File: config.mk
export PLATFORM = sky130hd
export DESIGN_NAME = modem_pwr_seq
export DESIGN_NICKNAME = d
export VERILOG_FILES = /design/src/rtl/pwrseq_pkg.sv /design/src/rtl/pwrseq_sync.sv /design/src/rtl/pwrseq_timer.sv /design/src/rtl/modem_pwr_seq.sv
export SDC_FILE = /design/constraint.sdc
export NUM_CORES = 1
export LEC_CHECK = 0
export ABC_AREA = 1
export BUFFER_PORTS_ARGS = -buffer_cell sky130_fd_sc_hd__buf_2
export CORE_MARGIN = 2
export CORE_UTILIZATION = 61
export DETAILED_ROUTE_END_ITERATION = 10
export PLACE_DENSITY = 0.8
export RECOVER_POWER = 100
export SLEW_MARGIN = 5
export SYNTH_ARGS = -nofsm -noshare
export SYNTH_HDL_FRONTEND = slang
export SYNTH_HIERARCHICAL = 1
export SYNTH_SLANG_ARGS = --single-unit
File: constraint.sdc
create_clock -name clk -period 2.4 [get_ports clk]
set_clock_uncertainty 0.1 [all_clocks]
set_input_delay 0 -clock clk [delete_from_list [all_inputs] [get_ports clk]]
set_output_delay 0 -clock clk [all_outputs]
set_load 0.05 [all_outputs]
File: src/rtl/pwrseq_pkg.sv
// Package: shared state encoding for the modem power sequencer.
// Assumes nothing beyond a single clock domain for the consumers.
package pwrseq_pkg;

    typedef enum logic [3:0] {
        PS_IDLE      = 4'd0,
        PS_ON_KEY    = 4'd1,
        PS_ON_SETTLE = 4'd2,
        PS_AT_WAIT   = 4'd3,
        PS_AT_PROBE  = 4'd4,
        PS_AT_ANS    = 4'd5,
        PS_OFF_KEY   = 4'd6,
        PS_OFF_POLL  = 4'd7,
        PS_SD_PULL   = 4'd8,
        PS_SD_WAIT   = 4'd9,
        PS_CUT       = 4'd10
    } pstate_t;

endpackage

File: src/rtl/pwrseq_sync.sv
// Module: two-flop synchronizer for a vector of independent asynchronous bits.
// Assumes each bit is a slow level or a pulse of several clock cycles;
// no bus coherency is implied between bits.
module pwrseq_sync #(
    parameter int W = 2
) (
    input  logic         clk,
    input  logic         rst_n,
    input  logic [W-1:0] d,
    output logic [W-1:0] q
);

    logic [W-1:0] meta;

    // Two register stages, cleared by the synchronous reset.
    always_ff @(posedge clk) begin
        if (!rst_n) begin
            meta <= '0;
            q    <= '0;
        end else begin
            meta <= d;
            q    <= meta;
        end
    end

endmodule

File: src/rtl/pwrseq_timer.sv
// Module: step timer. A prescaler of CLK_PER_MS cycles feeds a saturating
// millisecond counter. Both restart from zero on clr, so ms_o reads the whole
// milliseconds elapsed since the cycle in which clr was last high.
// Assumes MS_W is wide enough for the longest step plus one.
module pwrseq_timer #(
    parameter int CLK_PER_MS = 100000,
    parameter int MS_W       = 14
) (
    input  logic            clk,
    input  logic            rst_n,
    input  logic            clr,
    output logic [MS_W-1:0] ms_o
);

    localparam int PW = (CLK_PER_MS > 1) ? $clog2(CLK_PER_MS) : 1;
    localparam logic [PW-1:0] PRE_LAST = PW'(CLK_PER_MS - 1);

    logic [PW-1:0] pre;
    logic          tick;

    assign tick = (pre == PRE_LAST);

    // Prescaler: wraps every CLK_PER_MS cycles, restarts on clr.
    always_ff @(posedge clk) begin
        if (!rst_n || clr) pre <= '0;
        else if (tick)     pre <= '0;
        else               pre <= pre + 1'b1;
    end

    // Millisecond counter: saturates at all ones, restarts on clr.
    always_ff @(posedge clk) begin
        if (!rst_n || clr)         ms_o <= '0;
        else if (tick && ~&ms_o)   ms_o <= ms_o + 1'b1;
    end

    // the millisecond count moves by at most one and only on a tick
    AST_MS_STEP: assert property (@(posedge clk) disable iff (!rst_n)
        !$past(clr) && $past(rst_n) |-> (ms_o == $past(ms_o)) || (ms_o == $past(ms_o) + 1'b1));

endmodule

File: src/rtl/modem_pwr_seq.sv
// Module: host-side power sequencer for an external cellular modem.
// Runs power-on (with AT check), power-off (with escalation) and forced
// shutdown (with supply removal) as a single state machine whose steps are
// timed by pwrseq_timer. Assumes pwrmon_in and at_ans_in are asynchronous,
// batt_ok and the request pulses are synchronous to clk, and all *_MS
// parameters are at least 1.
module modem_pwr_seq
    import pwrseq_pkg::*;
#(
    parameter int CLK_PER_MS      = 100000,
    parameter int T_ON_KEY_MS     = 5000,
    parameter int T_ON_SETTLE_MS  = 1000,
    parameter int T_AT_WAIT_MS    = 300,
    parameter int T_AT_ANS_MS     = 1000,
    parameter int T_OFF_KEY_MS    = 3000,
    parameter int T_OFF_LIMIT_MS  = 15000,
    parameter int T_SD_PULL_MS    = 200,
    parameter int T_SD_WAIT_MS    = 1000
) (
    input  logic clk,
    input  logic rst_n,
    input  logic on_req,
    input  logic off_req,
    input  logic batt_ok,
    input  logic pwrmon_in,
    input  logic at_ans_in,
    output logic at_probe,
    output logic pwrkey_pull,
    output logic shdn_pull,
    output logic supply_cut,
    output logic io_gate,
    output logic st_on,
    output logic st_off,
    output logic st_busy,
    output logic st_err
);

    localparam int MAX_A  = (T_ON_KEY_MS > T_ON_SETTLE_MS) ? T_ON_KEY_MS : T_ON_SETTLE_MS;
    localparam int MAX_B  = (T_AT_WAIT_MS > T_AT_ANS_MS) ? T_AT_WAIT_MS : T_AT_ANS_MS;
    localparam int MAX_C  = (T_OFF_KEY_MS > T_OFF_LIMIT_MS) ? T_OFF_KEY_MS : T_OFF_LIMIT_MS;
    localparam int MAX_D  = (T_SD_PULL_MS > T_SD_WAIT_MS) ? T_SD_PULL_MS : T_SD_WAIT_MS;
    localparam int MAX_AB = (MAX_A > MAX_B) ? MAX_A : MAX_B;
    localparam int MAX_CD = (MAX_C > MAX_D) ? MAX_C : MAX_D;
    localparam int MAX_MS = (MAX_AB > MAX_CD) ? MAX_AB : MAX_CD;
    localparam int MS_W   = $clog2(MAX_MS + 2);

    localparam logic [MS_W-1:0] LIM_ON_KEY  = MS_W'(T_ON_KEY_MS);
    localparam logic [MS_W-1:0] LIM_SETTLE  = MS_W'(T_ON_SETTLE_MS);
    localparam logic [MS_W-1:0] LIM_AT_WAIT = MS_W'(T_AT_WAIT_MS);
    localparam logic [MS_W-1:0] LIM_AT_ANS  = MS_W'(T_AT_ANS_MS);
    localparam logic [MS_W-1:0] LIM_OFF_KEY = MS_W'(T_OFF_KEY_MS);
    localparam logic [MS_W-1:0] LIM_OFF_MAX = MS_W'(T_OFF_LIMIT_MS);
    localparam logic [MS_W-1:0] LIM_SD_PULL = MS_W'(T_SD_PULL_MS);
    localparam logic [MS_W-1:0] LIM_SD_WAIT = MS_W'(T_SD_WAIT_MS);

    pstate_t         state, nxt;
    logic [1:0]      sync_q;
    logic            mon_s, ans_s;
    logic [MS_W-1:0] ms_cnt;
    logic            step_clr;
    logic            err_q, err_clr;

    pwrseq_sync #(.W(2)) u_sync (
        .clk   (clk),
        .rst_n (rst_n),
        .d     ({at_ans_in, pwrmon_in}),
        .q     (sync_q)
    );
    assign mon_s = sync_q[0];
    assign ans_s = sync_q[1];

    assign step_clr = (nxt != state);

    pwrseq_timer #(.CLK_PER_MS(CLK_PER_MS), .MS_W(MS_W)) u_timer (
        .clk   (clk),
        .rst_n (rst_n),
        .clr   (step_clr),
        .ms_o  (ms_cnt)
    );

    // Next-state selection for every step of the three procedures.
    always_comb begin
        nxt     = state;
        err_clr = 1'b0;
        unique case (state)
            PS_IDLE: begin
                if (on_req) begin
                    err_clr = 1'b1;
                    if (batt_ok) nxt = mon_s ? PS_AT_WAIT : PS_ON_KEY;
                end else if (off_req && mon_s) begin
                    nxt = PS_OFF_KEY;
                end
            end
            PS_ON_KEY:    if (ms_cnt >= LIM_ON_KEY)  nxt = mon_s ? PS_ON_SETTLE : PS_SD_PULL;
            PS_ON_SETTLE: if (ms_cnt >= LIM_SETTLE)  nxt = PS_AT_WAIT;
            PS_AT_WAIT:   if (ms_cnt >= LIM_AT_WAIT) nxt = PS_AT_PROBE;
            PS_AT_PROBE:  nxt = PS_AT_ANS;
            PS_AT_ANS: begin
                if (ans_s)                          nxt = PS_IDLE;
                else if (ms_cnt >= LIM_AT_ANS)      nxt = PS_SD_PULL;
            end
            PS_OFF_KEY:   if (ms_cnt >= LIM_OFF_KEY) nxt = PS_OFF_POLL;
            PS_OFF_POLL: begin
                if (!mon_s)                         nxt = PS_IDLE;
                else if (ms_cnt >= LIM_OFF_MAX)     nxt = PS_SD_PULL;
            end
            PS_SD_PULL:   if (ms_cnt >= LIM_SD_PULL) nxt = PS_SD_WAIT;
            PS_SD_WAIT:   if (ms_cnt >= LIM_SD_WAIT) nxt = mon_s ? PS_CUT : PS_IDLE;
            PS_CUT: begin
                if (on_req) begin
                    nxt     = PS_IDLE;
                    err_clr = 1'b1;
                end
            end
            default: nxt = PS_IDLE;
        endcase
    end

    // State register.
    always_ff @(posedge clk) begin
        if (!rst_n) state <= PS_IDLE;
        else        state <= nxt;
    end

    // Sticky error: set on entry to forced shutdown, cleared by an accepted on request.
    always_ff @(posedge clk) begin
        if (!rst_n)                                         err_q <= 1'b0;
        else if (nxt == PS_SD_PULL && state != PS_SD_PULL)  err_q <= 1'b1;
        else if (err_clr)                                   err_q <= 1'b0;
    end

    assign pwrkey_pull = (state == PS_ON_KEY) || (state == PS_OFF_KEY);
    assign shdn_pull   = (state == PS_SD_PULL);
    assign supply_cut  = (state == PS_CUT);
    assign at_probe    = (state == PS_AT_PROBE);
    assign st_on       = (state == PS_IDLE) && mon_s;
    assign st_off      = ((state == PS_IDLE) && !mon_s) || (state == PS_CUT);
    assign st_busy     = (state != PS_IDLE) && (state != PS_CUT);
    assign io_gate     = (state == PS_IDLE) && mon_s;
    assign st_err      = err_q;

    AST_ONE_ACTION: assert property (@(posedge clk) disable iff (!rst_n)
        $onehot0({pwrkey_pull, shdn_pull, supply_cut, at_probe}));
    AST_GATE_QUIET: assert property (@(posedge clk) disable iff (!rst_n)
        io_gate |-> !pwrkey_pull && !shdn_pull && !st_busy && !supply_cut);
    AST_PROBE_SINGLE: assert property (@(posedge clk) disable iff (!rst_n)
        at_probe |=> !at_probe);
    AST_BATT_GATE: assert property (@(posedge clk) disable iff (!rst_n)
        $rose(pwrkey_pull) && state == PS_ON_KEY |-> $past(batt_ok));
    AST_ON_KEY_LEN: assert property (@(posedge clk) disable iff (!rst_n)
        $fell(pwrkey_pull) && $past(state == PS_ON_KEY) |-> $past(ms_cnt) >= LIM_ON_KEY);
    AST_OFF_KEY_LEN: assert property (@(posedge clk) disable iff (!rst_n)
        $fell(pwrkey_pull) && $past(state == PS_OFF_KEY) |-> $past(ms_cnt) >= LIM_OFF_KEY);
    AST_ERR_IN_SD: assert property (@(posedge clk) disable iff (!rst_n)
        shdn_pull |-> st_err);
    AST_CUT_ENTRY: assert property (@(posedge clk) disable iff (!rst_n)
        $rose(supply_cut) |-> $past(state == PS_SD_WAIT) && $past(mon_s));

endmodule

==> run metrics <==
Area Overhead vs Synth=14.7%; Hold WS=~0.14 ns; Seq/Total Area, Yosys=between 20 and 30%; final period utilization=between 90% and 100%; final slew viol count=0; post-DP HPWL=about 5200 um; hold endpoint=st_err; Worst-Margin Slew=roughly 0.35 ns; clock tree sinks=40; drt drc=0; Yosys warning total=6; Post-DRT Antenna Nets=0; Die ar.=~0.0052 sq mm; unrepaired setup endpoints after global routing=yes; Synthesized Nets=around 490; Tot GR Track Use=about a quarter; CP delay by family, top=simple AND/OR/NAND/NOR gates; min cycle time layout=around 2.3 ns; vias in the first global route=roughly 2700; worst-path maximum fanout=14; Ports=16; IO buf count=15; Worst R2R End=u_timer/pre[2]; hold depth=4; worst skew pair latency=roughly 0.29 ns; n_diodes=0; Fmax achieved=between 0.4 and 0.5 GHz; antenna violations before repair=0; class of the worst hold path=primary input to flop; Post-Synth Adder-Cell Area=less than 1%; crit-path cells=inv_1, nand2_2, nor2_2, nand2_4, nand3_1, nand2_1, nor2_1, nand4_1, nand2_1, nand3_1, nor2_2, inv_2, nor2_4, inv_4, nor3_1; critical path's slowest cell=dfxtp_2; placed cells=between 500 and 600; Post-Syn Area=approximately 0.0028 sq mm; total CTS buffers=5; Bufs on Longest Clock Path=2; DR vias/cell=5.23; Layout fillers=~370; Flop pwr share=a little over two fifths; global route total overflow=0; Reg2Reg Setup Slack=between 0.1 and 0.15 ns; r2r startpoint=u_timer/ms_o[13]; first-pass GRT wire length=11100 um; Core ar.=around 0.0044 sq mm; distinct cell type count after synthesis=32; final-report setup violation count=0; htree depth=2; CP startpoint kind=flop; DRT Wirelength=approximately 6600 um; CTS root buffer=clkbuf_8; combinational fraction of design power=a little under a fifth; xor/xnor share of the synthesized area=4.62%; simple-gate share of the synthesized area=roughly 50%; kind of critical path=flop to flop; largest family of logic cells by synthesized area=simple AND/OR/NAND/NOR gates; TritonCTS clock tree=done; Wirelength per Cell=~12 um; fin nets=between 500 and 600; syn avg cell area=between 5 and 6 sq um; highest ir drop seen on vdd=between 0.3 and 0.4 mV; clock power share=~37%; Arr. time, crit path=2.38 ns; DRT iter0 DRCs=slightly above 300; DR vias=around 3000; gpl congestion=between 0.9 and 1; compound-cell area share of the yosys netlist=under 10%; Worst Setup End Kind=flop; Slew HR=76.3%; synthesis-stage register bit count=40; outcome=finished clean; Cells after Synth=476; hold_sp=on_req; initial core utilization=approximately 64%; Leak=about 1.6 nW; CP Buf/Inv Count=3; Pint=around 1.1 mW; switching power=around 0.45 mW; max cap viols=0; # rows=24; Die W=~72 um; largest net degree at the start of global routing=15; Power Density=about 490 mW/mm^2; Reg clk slew, reported paths=approximately 0.080 ns; 1st-pass router iterations=5; Switching Fraction=between 20 and 30%; chip height=just over 70 um; WP data required=about 2.5 ns; post-route insts no fill=roughly 570; final hold violation count=0; worst reg2reg path depth=15; layout cells sized above 1=19.5%; slowest cell delay on critical path=between 0.3 and 0.4 ns; mux cell area share after synthesis=less than 1%
## cell families after synthesis
kind of cell,after synthesis
and+or+nand+nor,317
buffers and inverters,78
DFF,40
AOI/OAI and AO/OA,23
xor gates and xnor gates,15
adders and majority gates,2
muxes,1
## worst max path at each step
stage	startpoint	endpoint	slack (ns)	cells past startpoint
6_report	u_timer/ms_o[13]	u_timer/pre[2]	0.14	15
5_1_grt	u_timer/ms_o[9]	u_timer/pre[2]	-0.08	18
4_1_cts	state[1]	u_timer/pre[9]	0.02	16
3_5_place_dp	state[1]	u_timer/pre[9]	0.04	16
3_3_place_gp	state[1]	u_timer/pre[2]	0.04	16
2_1_floorplan	state[1]	u_timer/pre[10]	0.06	16
## power groups by stage
stage	Sequential [mW]	Clock, mW	Combinational, mW
3_5_place_dp	0.709	0	0.284
2_1_floorplan	0.706	0	0.235
4_1_cts	0.693	0.606	0.290
6_report	0.695	0.590	0.304
5_1_grt	0.698	0.634	0.334
3_3_place_gp	0.708	0	0.282
## cell usage in the layout, fill, tap and decap left out
cell / synthesis / routed
a21oi_2: 0 / 2
nand4_2: 1 / 1
dfxtp_4: 0 / 1
ha_1: 2 / 2
dfxtp_1: 40 / 29
nand2_1: 134 / 134
a31oi_1: 1 / 1
nor3_2: 1 / 1
nor2_2: 13 / 14
nand3_1: 36 / 36
or2_0: 2 / 2
nand3_4: 1 / 1
mux2i_1: 1 / 1
nand2_2: 9 / 9
nand4_1: 10 / 10
a21oi_1: 13 / 11
o22ai_1: 1 / 1
nand2_4: 2 / 2
nand3_2: 3 / 3
o21ai_2: 1 / 1
buf_2: 0 / 15
dfxtp_2: 0 / 10
nor2_4: 5 / 7
inv_1: 66 / 63
nor3_1: 5 / 5
xnor2_1: 2 / 2
o21ai_1: 1 / 1
clkbuf_8: 1 / 7
buf_4: 1 / 14
o21ai_0: 6 / 6
bufinv_16: 0 / 1
inv_2: 7 / 10
xor2_1: 13 / 13
dlygate4sd3_1: 0 / 5
nor2_1: 93 / 90
nand3b_1: 2 / 2
inv_4: 1 / 1
## timing repair
| action | CTS | global route |
|---|---|---|
| gates resized for setup | 0 | 19 |
| hold buffers | 5 | 0 |
| setup buffers | 0 | 3 |
| endpoints found under the hold margin | 9 | 0 |
| setup endpoints to repair | 0 | 28 |
## cell type report
type	instances	area, sq um	area share, %
Multi-Input combinational cell	358	1750	53.5
Sequential cell	40	817	25.0
Inverter	74	280	8.58
Timing Repair Buffer	34	230	7.05
Clock buffer	7	96.3	2.95
Tap cell	52	65.1	1.99
Clock inverter	1	30.0	0.920
## flip-flops by register name, indices dropped and copies added, names as in the netlist
name / flops
u_sync/q: 2
st_err: 1
u_timer/ms_o: 14
u_sync/meta: 2
state: 4
u_timer/pre: 17
## cell usage after synthesis
cell / n / area (sq um)
a21oi_1: 13 / 65.1
nand2_2: 9 / 56.3
nand3_1: 36 / 180
nor2_1: 93 / 349
or2_0: 2 / 12.5
nand4_2: 1 / 12.5
nand3_2: 3 / 30.0
nor3_1: 5 / 25.0
o21ai_1: 1 / 5.00
inv_1: 66 / 248
inv_2: 7 / 26.3
nand2_4: 2 / 22.5
nand3_4: 1 / 17.5
nor3_2: 1 / 10.0
nor2_2: 13 / 81.3
o21ai_0: 6 / 30.0
ha_1: 2 / 25.0
clkbuf_8: 1 / 13.8
mux2i_1: 1 / 10.0
nor2_4: 5 / 56.3
buf_6: 2 / 22.5
xnor2_1: 2 / 17.5
nand2_1: 134 / 503
buf_4: 1 / 7.51
a31oi_1: 1 / 6.26
o21ai_2: 1 / 8.76
xor2_1: 13 / 114
dfxtp_1: 40 / 801
nand4_1: 10 / 62.6
o22ai_1: 1 / 6.26
inv_4: 1 / 6.26
nand3b_1: 2 / 15.0
## worst register-to-register path, cell delays in order, from the launching register on
cell,delay [ns]
dfxtp_2,0.37
inv_1,0.07
nand2_2,0.10
nor2_2,0.21
nand2_4,0.09
nand3_1,0.08
nand2_1,0.05
nor2_1,0.23
nand4_1,0.13
nand2_1,0.09
nand3_1,0.10
nor2_2,0.13
inv_2,0.08
nor2_4,0.14
inv_4,0.10
nor3_1,0.13
## layer usage
layer  track usage [%]  vias to the layer above  routed length (um)
met3              4.31                       10                 359
li1                  -                     1538                   -
met2              46.4                       97                3240
met4              6.50                        0                  50
met1              33.9                     1313                2980
met5                 0                        -                   0
## per-stage QoR
step / TNS (ns) / instance area [sq um] / power [mW] / setup WS (ns) / util (%)
after global placement: 0 / 3040 / 0.989 / 0.0429 / 68.8
after global routing: -0.804 / 3270 / 1.67 / -0.0755 / 74.0
after CTS: 0 / 3210 / 1.59 / 0.0210 / 72.8
final: 0 / 3270 / 1.59 / 0.137 / 74.0
after floorplan: 0 / 2860 / 0.941 / 0.0592 / -
after detailed placement: 0 / 3040 / 0.992 / 0.0379 / 68.8
No activity file was read; power rests on OpenSTA's default activity.
